===== config.mk =====
export PLATFORM = sky130hd
export DESIGN_NAME = line_span_invalidator
export DESIGN_NICKNAME = d
export VERILOG_FILES = /design/src/rtl/lsi_pkg.sv /design/src/rtl/lsi_plan.sv /design/src/rtl/lsi_walker.sv /design/src/rtl/line_span_invalidator.sv
export SDC_FILE = /design/constraint.sdc
export NUM_CORES = 1
export LEC_CHECK = 0
export ABC_AREA = 1
export BUFFER_PORTS_ARGS = -buffer_cell sky130_fd_sc_hd__buf_2
export CAP_MARGIN = 40
export CELL_PAD_IN_SITES_DETAIL_PLACEMENT = 0
export CELL_PAD_IN_SITES_GLOBAL_PLACEMENT = 1
export CORE_ASPECT_RATIO = 0.9
export CORE_MARGIN = 5
export CORE_UTILIZATION = 29
export DETAILED_ROUTE_END_ITERATION = 6
export PLACE_DENSITY_LB_ADDON = 0.1
export SYNTH_ARGS = -nofsm -noshare
export SYNTH_HDL_FRONTEND = slang
export SYNTH_SLANG_ARGS = --single-unit

===== constraint.sdc =====
create_clock -name clk -period 1.7 [get_ports clk]
set_clock_uncertainty 0.15 [all_clocks]
set_input_delay 0.34 -clock clk [delete_from_list [all_inputs] [get_ports clk]]
set_output_delay 0.34 -clock clk [all_outputs]
set_load 0.005 [all_outputs]

===== src/rtl/lsi_pkg.sv =====
package lsi_pkg;
  typedef enum logic [2:0] {
    ST_IDLE,
    ST_CLR,
    ST_RDQ,
    ST_CHK,
    ST_WR
  } lsi_state_e;
endpackage


===== src/rtl/lsi_plan.sv =====
module lsi_plan #(
  parameter int ADDR_W     = 32,
  parameter int LEN_W      = 16,
  parameter int LINE_BYTES = 16,
  parameter int INDEX_W    = 7,
  localparam int OFF_W     = $clog2(LINE_BYTES),
  localparam int CNT_W     = LEN_W - OFF_W + 1
) (
  input  logic [ADDR_W-1:0]  base_i,
  input  logic [LEN_W-1:0]   len_i,
  input  logic [LEN_W-1:0]   thresh_i,
  output logic [INDEX_W-1:0] start_idx_o,
  output logic [CNT_W-1:0]   line_cnt_o,
  output logic               empty_o,
  output logic               use_clear_o
);
  logic [LEN_W:0] len_up;

  always_comb begin
    len_up      = {1'b0, len_i} + (LEN_W+1)'(LINE_BYTES - 1);
    line_cnt_o  = len_up[LEN_W:OFF_W];
    start_idx_o = base_i[OFF_W +: INDEX_W];
    empty_o     = (len_i == '0);
    use_clear_o = (len_i > thresh_i);
  end
endmodule


===== src/rtl/lsi_walker.sv =====
module lsi_walker #(
  parameter int INDEX_W = 7,
  parameter int CNT_W   = 13
) (
  input  logic               clk,
  input  logic               rst,
  input  logic               load_i,
  input  logic [INDEX_W-1:0] load_idx_i,
  input  logic [CNT_W-1:0]   load_cnt_i,
  input  logic               step_i,
  output logic [INDEX_W-1:0] idx_o,
  output logic               last_o
);
  logic [CNT_W-1:0] remain_q;

  always_ff @(posedge clk) begin
    if (rst) begin
      idx_o    <= '0;
      remain_q <= '0;
    end else if (load_i) begin
      idx_o    <= load_idx_i;
      remain_q <= load_cnt_i;
    end else if (step_i) begin
      idx_o    <= idx_o + 1'b1;
      remain_q <= remain_q - 1'b1;
    end
  end

  assign last_o = (remain_q == CNT_W'(1));

  assert_idx_wraps_R5: assert property (@(posedge clk) disable iff (rst)
    step_i && !load_i |=> idx_o == INDEX_W'($past(idx_o) + 1'b1));
endmodule


===== src/rtl/line_span_invalidator.sv =====
module line_span_invalidator
  import lsi_pkg::*;
#(
  parameter int ADDR_W     = 32,
  parameter int LEN_W      = 16,
  parameter int LINE_BYTES = 16,
  parameter int INDEX_W    = 7,
  parameter int TAG_W      = 20,
  localparam int OFF_W     = $clog2(LINE_BYTES),
  localparam int CNT_W     = LEN_W - OFF_W + 1
) (
  input  logic               clk,
  input  logic               rst,
  input  logic               start_i,
  input  logic [ADDR_W-1:0]  base_i,
  input  logic [LEN_W-1:0]   len_i,
  input  logic [LEN_W-1:0]   thresh_i,
  output logic               busy_o,
  output logic               done_o,
  output logic               tag_rd_o,
  output logic               tag_wr_o,
  output logic [INDEX_W-1:0] tag_idx_o,
  output logic [TAG_W-1:0]   tag_wdata_o,
  input  logic [TAG_W-1:0]   tag_rdata_i,
  output logic               flash_clr_o
);
  lsi_state_e        state_q;
  logic [INDEX_W-1:0] start_idx;
  logic [CNT_W-1:0]   line_cnt;
  logic               empty, use_clear, last;
  logic               accept, load, advance, step;

  lsi_plan #(
    .ADDR_W(ADDR_W), .LEN_W(LEN_W), .LINE_BYTES(LINE_BYTES), .INDEX_W(INDEX_W)
  ) u_plan (
    .base_i(base_i), .len_i(len_i), .thresh_i(thresh_i),
    .start_idx_o(start_idx), .line_cnt_o(line_cnt),
    .empty_o(empty), .use_clear_o(use_clear)
  );

  always_comb begin
    accept  = (state_q == ST_IDLE) && start_i;
    load    = accept && !empty && !use_clear;
    advance = ((state_q == ST_CHK) && !tag_rdata_i[0]) || (state_q == ST_WR);
    step    = advance && !last;
  end

  lsi_walker #(.INDEX_W(INDEX_W), .CNT_W(CNT_W)) u_walk (
    .clk(clk), .rst(rst), .load_i(load), .load_idx_i(start_idx),
    .load_cnt_i(line_cnt), .step_i(step), .idx_o(tag_idx_o), .last_o(last)
  );

  assign tag_wdata_o = '0;

  always_ff @(posedge clk) begin
    if (rst) begin
      state_q     <= ST_IDLE;
      busy_o      <= 1'b0;
      done_o      <= 1'b0;
      tag_rd_o    <= 1'b0;
      tag_wr_o    <= 1'b0;
      flash_clr_o <= 1'b0;
    end else begin
      done_o      <= 1'b0;
      tag_rd_o    <= 1'b0;
      tag_wr_o    <= 1'b0;
      flash_clr_o <= 1'b0;
      case (state_q)
        ST_IDLE: if (accept) begin
          if (empty) begin
            done_o <= 1'b1;
          end else if (use_clear) begin
            flash_clr_o <= 1'b1;
            busy_o      <= 1'b1;
            state_q     <= ST_CLR;
          end else begin
            tag_rd_o <= 1'b1;
            busy_o   <= 1'b1;
            state_q  <= ST_RDQ;
          end
        end
        ST_CLR: begin
          done_o  <= 1'b1;
          busy_o  <= 1'b0;
          state_q <= ST_IDLE;
        end
        ST_RDQ: state_q <= ST_CHK;
        ST_CHK, ST_WR: begin
          if (state_q == ST_CHK && tag_rdata_i[0]) begin
            tag_wr_o <= 1'b1;
            state_q  <= ST_WR;
          end else if (last) begin
            done_o  <= 1'b1;
            busy_o  <= 1'b0;
            state_q <= ST_IDLE;
          end else begin
            tag_rd_o <= 1'b1;
            state_q  <= ST_RDQ;
          end
        end
        default: state_q <= ST_IDLE;
      endcase
    end
  end

  assert_rd_wr_excl_R10: assert property (@(posedge clk) disable iff (rst)
    !(tag_rd_o && tag_wr_o));
  assert_wr_follows_rd_R4: assert property (@(posedge clk) disable iff (rst)
    $rose(tag_wr_o) |-> $past(tag_rd_o, 2) && $stable(tag_idx_o));
  assert_clr_single_R6: assert property (@(posedge clk) disable iff (rst)
    flash_clr_o |=> !flash_clr_o && done_o && !tag_rd_o);
  assert_done_not_busy_R9: assert property (@(posedge clk) disable iff (rst)
    done_o |-> !busy_o);
  assert_empty_req_R8: assert property (@(posedge clk) disable iff (rst)
    start_i && !busy_o && (len_i == '0) |=> done_o && !tag_rd_o && !flash_clr_o && !busy_o);
endmodule


==> results.yml, run 1 <==
logic_synthesis:
  ys.flop_type: "dfxtp_1"
  synth-compound-area-share_pct: 9.41
  synth-xor-area-share_pct: 6.95
  syn_inst: 412
  async_flop_share_pct: 0
  ys_seq_area_share_pct: 21.2
  synth-edff-count: 0
  synthDistinctLibCells: 35
  yosys_warnings: 0
  synth_top_family_by_area: "simple AND/OR/NAND/NOR gates"
  avgSynthCellArea_um2: 6.42
  synth_mux_area_share_pct: 0
  synth_fa_ha_area_share_pct: 8.98
  yosys.area_share.simple_pct: 36.3
  netlist_area_um2: 2650
  ys_ff_latch: 28
routing:
  wl_mm: 8.10
  vias: 2935
  wl_per_cell_um: 12.0
  dr.pass1.iters: 4
  routed_via_density: 4.35
  dr.first_iter.drc_count: 69
  drc: 0
  drtAntennaViolNets: 0
critical_path:
  cp.arrival_ns: 1.80
  end_kind: "flop"
  worst_setup_path_start_kind: "primary input"
  critPathMaxStageDelay_ns: 0.27
  path_cells: "buf_8, ha_4, nand2_4, inv_2, nand2_1, nand2_1, nand2_1, nand2_1, nand2_1, nand2_2, nand2_4, buf_4, nand3_1, nand2_2, nor2_1, nor2_1"
  crit_family: "simple AND/OR/NAND/NOR gates"
  crit_fanout: 10
  cpMaxStageDelayCell: "ha_4"
  crit_buf_inv: 3
  crit_type: "in -> reg"
  cp_common_cell: "nand2_1"
  required_ns: 1.73
timing:
  fmax_mhz: 567
  period_share_pct: 104
  hold_ws_ns: 0.141
  setup_slack_ns: -0.0645
  rsz0062_at_grt: "true"
  setup_viol: 16
  hold_viol: 0
  finalCriticalPeriod_ns: 1.76
  slew_viol_final: 0
grt:
  use_met1_pct: 19.2
  grt_pass1_wl_mm: 13.3
  antenna_found_initial: 0
  first_global_vias: 2864
  grtUsageMet2_pct: 24.7
  grt_max_degree: 19
  grt_use_total_pct: 14.2
  use_met3_pct: 2.64
  overflow: 0
  grt_busiest_layer: "met2"
pwr:
  power.switching_mw: 1.33
  max-vdd-ir-drop_uv: 444
  swShare_pct: 39.5
  power_mw: 3.36
  pwr-share-comb_pct: 59.3
  power_per_cell_area_nw_per_um2: 763
  power.internal_mw: 2.04
  leakage_nw: 2.15
  seqPwrFrac_pct: 24.5
  pwr-share-clk_pct: 16.2
min_path:
  hold_path_class: "in -> reg"
clock_tree:
  cts_sinks: 28
  clockBufferDepth: 2
  tritoncts: "done"
  clkLatencyLatePin_ns: 0.28
  cts_root_buf: "clkbuf_8"
  cts_hold_buf: 0
  cts_buffers: 3
  cts.clk_slew.worst_paths_ns: 0.10
  cts_max_level: 1
floorplanning:
  fp.dieW_um: 111
  core_area_um2: 9000
  io_pins: 119
  die_y_um: 101
  start_util_pct: 29.4
  row_count: 33
  die-area_um2: 11100
finish:
  area_delta_synth_final_pct: 66.5
  layout.nets: 660
  layout_commonest_cell: "buf_4"
  fillers: 932
  antenna_cells: 0
  final_layout_size_suffix_gt1_share_pct: 48.6
  final_cell_mix: "buf_4 (83), nand2_1 (57), buf_2 (42)"
place:
  dp.final_hpwl_mm: 6.16
  io_buffer_count: 54
  gp_congestion: 0.817
outcome:
  run_status: "finished, violations left"
  violations: "setup timing"
job:
  cap_violations: 0
==> synthesized netlist by cell type, types with 4 or more instances <==
cell type | count | area [µm²]
inv_2 | 4 | 15.0
nor3_1 | 4 | 20.0
nand4_1 | 8 | 50.1
nand2_2 | 6 | 37.5
buf_4 | 21 | 158
o21ai_0 | 12 | 60.1
nor2_1 | 56 | 210
xor2_1 | 21 | 184
nor3_2 | 5 | 50.1
dfxtp_1 | 28 | 561
inv_1 | 55 | 206
a21oi_1 | 25 | 125
nand3_1 | 33 | 165
nand2_1 | 81 | 304
ha_1 | 19 | 238
nor2_2 | 5 | 31.3
==> routing by layer <==
layer / wire length [µm] / vias to the layer above
li1: - / 1561
met1: 3890 / 1312
met2: 3820 / 58
met3: 342 / 4
met4: 50 / 0
met5: 0 / -
==> worst min-delay path, stage by stage <==
cell	delay (ns)
buf_2	0.07
nor2_1	0.03
nor2_1	0.09
==> worst paths after layout <==
path	start	to	slack, ns	cells past startpoint
max	len_i[3]	u_walk.remain_q[3]	-0.06	16
max reg2reg	u_walk.remain_q[1]	u_walk.remain_q[11]	0	9
min reg2reg	busy_o	busy_o	0.32	2
min	base_i[5]	u_walk.idx_o[1]	0.14	3
==> per-stage QoR <==
stage / setup WS [ns] / util (%) / std cells / cell area, µm² / setup TNS (ns)
after floorplan: -0.129 / - / 431 / 2870 / -2.06
after global placement: -0.440 / 41.2 / 658 / 3710 / -9.77
after detailed placement: -0.487 / 41.2 / 658 / 3710 / -10.63
after CTS: -0.119 / 46.3 / 674 / 4170 / -0.954
after global routing: -0.207 / 49.0 / 675 / 4410 / -3.27
final: -0.0645 / 49.0 / 675 / 4410 / -0.447
==> final cells by class <==
cell class | instances | area, µm² | share of cell area (%)
multi-input cells | 315 | 2220 | 50.5
repair buffers | 146 | 1130 | 25.6
flip-flops and latches | 28 | 564 | 12.8
inverters | 60 | 268 | 6.08
well taps | 122 | 153 | 3.46
clock buffers | 3 | 41.3 | 0.937
clock inverters | 1 | 30.0 | 0.681
==> cells by family after synthesis <==
group	after synthesis
AO/OA/AOI/OAI	46
XOR/XNOR	21
adder cells (fa/ha/maj)	19
buffers and inverters	89
flip-flops	28
other	1
AND/OR/NAND/NOR	208
==> registers in the layout, indices dropped and copies added (netlist names) <==
signal / cells
busy_o: 1
state_q: 3
tag_rd_o: 1
tag_wr_o: 1
flash_clr_o: 1
u_walk.idx_o: 7
u_walk.remain_q: 13
done_o: 1
==> what timing repair did <==
item,4_1_cts,5_1_grt
resized for setup,52,78
pin swaps,29,41
endpoints found under the setup margin,22,25
cloned,3,0
buffers inserted,9,4
==> power by group through the flow <==
stage | clock, mW | sequential [mW] | combinational (mW)
floorplan | 0 | 0.842 | 0.907
global placement | 0 | 0.831 | 1.52
detailed placement | 0 | 0.833 | 1.52
CTS | 0.561 | 0.820 | 1.78
global route | 0.585 | 0.837 | 2.21
finish | 0.545 | 0.826 | 1.99
No activity file was read; power rests on OpenSTA's default activity.
==> run 2: changes to the inputs <==
Settings changed: ABC_AREA 1 to not set, CORE_UTILIZATION 29 to 30, TNS_END_PERCENT set to 10.
==> run 2 against run 1 <==
  * The flow still finishes with violations (setup timing)
  * Synthesized cell count down 23%
  * Synthesized area down 2.0%
  * First-iteration DRC count up 12%
  * Via count down 5.9%
  * Sequential share of layout area up 1.2 points
  * Clock-buffer cell count up 1
  * Critical endpoint is now u_walk.remain_q[7]
  * Largest power group unchanged
==> results.yml, run 2 <==
grt:
  grt_pass1_wl_mm: 13.6
  first_global_vias: 2800
  grt_use_total_pct: 15.6
  grt_max_degree: 16
  overflow: 0
  antenna_found_initial: 0
floorplanning:
  die_y_um: 98.2
  start_util_pct: 30.5
  io_pins: 119
  core_area_um2: 8490
  row_count: 32
  fp.dieW_um: 108
  die-area_um2: 10600
logic_synthesis:
  netlist_area_um2: 2590
  synthTopCellsByCount: "dfxtp_1 (28), inv_1 (23), buf_4 (21)"
  ys_ff_latch: 28
  yosys.area.top_type_share_pct: 21.6
  syn_inst: 319
  ys.flop_type: "dfxtp_1"
  synthDistinctLibCells: 61
  synth_most_common_cell: "dfxtp_1"
  ys_top_cells_by_area: "dfxtp_1 (22%), ha_1 (9.2%), buf_4 (6.1%), a211oi_1 (5.5%), xnor2_1 (5.1%)"
  yosys_warnings: 0
  avgSynthCellArea_um2: 8.13
  yosysTopAreaCell: "dfxtp_1"
  synth-edff-count: 0
  ys_seq_area_share_pct: 21.6
  async_flop_share_pct: 0
critical_path:
  path_cells: "buf_6, ha_4, nor2b_1, o211ai_1, a2111oi_4, or4b_4, a21oi_4, mux2_4"
  critPathMaxStageDelay_ns: 0.62
  crit_type: "in -> reg"
  required_ns: 1.72
  cpMaxStageDelayCell: "or4b_4"
  worst_setup_path_start_kind: "primary input"
  end_kind: "flop"
  crit_fanout: 6
  cp.arrival_ns: 2.28
pwr:
  max-vdd-ir-drop_uv: 290
  leakage_nw: 1.73
  power_per_cell_area_nw_per_um2: 576
finish:
  final_cell_mix: "buf_4 (92), buf_2 (51), dfxtp_1 (26)"
  layout.nets: 565
  largest_register_ffs: 13
  final_layout_size_suffix_gt1_share_pct: 49.8
  top_regs: "u_walk.remain_q (13), u_walk.idx_o (7), state_q (3)"
  finalInstanceArea_um2: 4030
  fillers: 868
  top_register: "u_walk.remain_q"
  area_delta_synth_final_pct: 55.4
  layout_commonest_cell: "buf_4"
  antenna_cells: 0
clock_tree:
  clockBufferDepth: 2
  cts_root_buf: "clkbuf_8"
  tritoncts: "done"
  cts_buffers: 3
  clkLatencyLatePin_ns: 0.28
  cts_max_level: 1
  cts_sinks: 28
  cts.clk_slew.worst_paths_ns: 0.10
timing:
  hold_viol: 0
  slew_viol_final: 0
  finalCriticalPeriod_ns: 2.26
  setup_slack_ns: -0.560
  setup_viol: 26
  fmax_mhz: 442
  rsz0062_at_grt: "true"
  period_share_pct: 133
job:
  cap_violations: 0
routing:
  wl_per_cell_um: 14.3
  drc: 0
  drtAntennaViolNets: 0
  wl_mm: 8.26
  routed_via_density: 4.79
  dr.first_iter.drc_count: 77
  vias: 2762
  dr.pass1.iters: 4
place:
  io_buffer_count: 54
  dp.final_hpwl_mm: 6.80
  gp_congestion: 0.803
  placed_area_um2: 3690
  pre_cts_slack_ns: -0.943
outcome:
  run_status: "finished, violations left"
  violations: "setup timing"
min_path:
  hold_path_class: "in -> reg"
==> run 2: cell count changes after synthesis, sizes merged, moves of 7 or more <==
cell,change
inv,-37
nor4,+11
o21ai,-7
a21oi,-8
nor2,-45
nand2,-67
xor2,-12
xnor2,+15
a211oi,+21
nand3,-25
==> run 2: kinds of logic (layout without fill, tap and decap cells) <==
group                    count (synthesis)  count (layout)  synth area share, %
buffers and inverters                   57             177                 11.7
XOR/XNOR                                24              24                 8.11
AO/OA/AOI/OAI                           78              78                 22.1
flip-flops                              28              28                 21.6
other                                    1              20                0.145
multiplexers                             1               1                0.434
AND/OR/NAND/NOR                        111             111                 26.8
adder cells (fa/ha/maj)                 19              19                 9.17
==> run 2: final timing paths <==
kind | start | cells past startpoint | end | slack [ns]
setup / recovery | len_i[1] | 8 | u_walk.remain_q[7] | -0.56
hold / removal | base_i[10] | 3 | u_walk.idx_o[6] | 0.19
hold reg to reg | busy_o | 2 | busy_o | 0.35
setup reg to reg | u_walk.remain_q[1] | 7 | u_walk.remain_q[4] | -0.56
==> run 2: metal layers <==
layer  vias to the layer above  part of all wire [%]  GRT usage, %  wire [µm]
met5                         -                     0             0          0
met3                         4                   4.1         0.991        336
met2                        54                    50          27.6       4100
met4                         0                  0.59          2.23         49
li1                       1421                     -             -          -
met1                      1283                    46          21.1       3780
==> run 2: repair_timing <==
action | in CTS | in global routing
setup buffers | 6 | 1
pin swaps | 12 | 15
setup endpoints to repair | 26 | 26
hold buffers | 0 | 0
resized for setup | 34 | 17
cloned | 0 | 0
endpoints found under the hold margin | 0 | 0
==> run 2: stage by stage <==
stage	power [mW]	hold slack, ns	std cells	setup TNS [ns]	utilization, %
global route	2.47	0.199	577	-14.86	47.4
detailed placement	1.79	0.333	567	-22.29	43.5
CTS	2.31	0.182	577	-14.14	46.3
global placement	1.79	0.324	567	-22.01	43.5
floorplan	1.36	0.320	338	-14.74	-
finish	2.32	0.185	577	-12.81	47.4
==> run 2: report_power, final <==
part,leakage [nW],internal (mW),switching [mW]
Clock,0.0288,0.208,0.224
Sequential,0.231,0.730,0.0487
Combinational,1.47,0.553,0.557
Total,1.73,1.49,0.830
==> run 2: layout make-up <==
cell class	instances	area, µm²	area share, %
repair buffers	149	1020	25.4
well taps	119	149	3.70
inverters	24	100	2.49
multi-input cells	253	2140	53.1
flip-flops and latches	28	563	14.0
clock buffers	4	55.1	1.37
==> run 2: critical path: cells and delay by family <==
kind	cells	cell delay (ns)
simple gates	2	0.74
buf+inv	1	0.10
mux	1	0.30
fa+ha+maj	1	0.23
compound gates	3	0.57
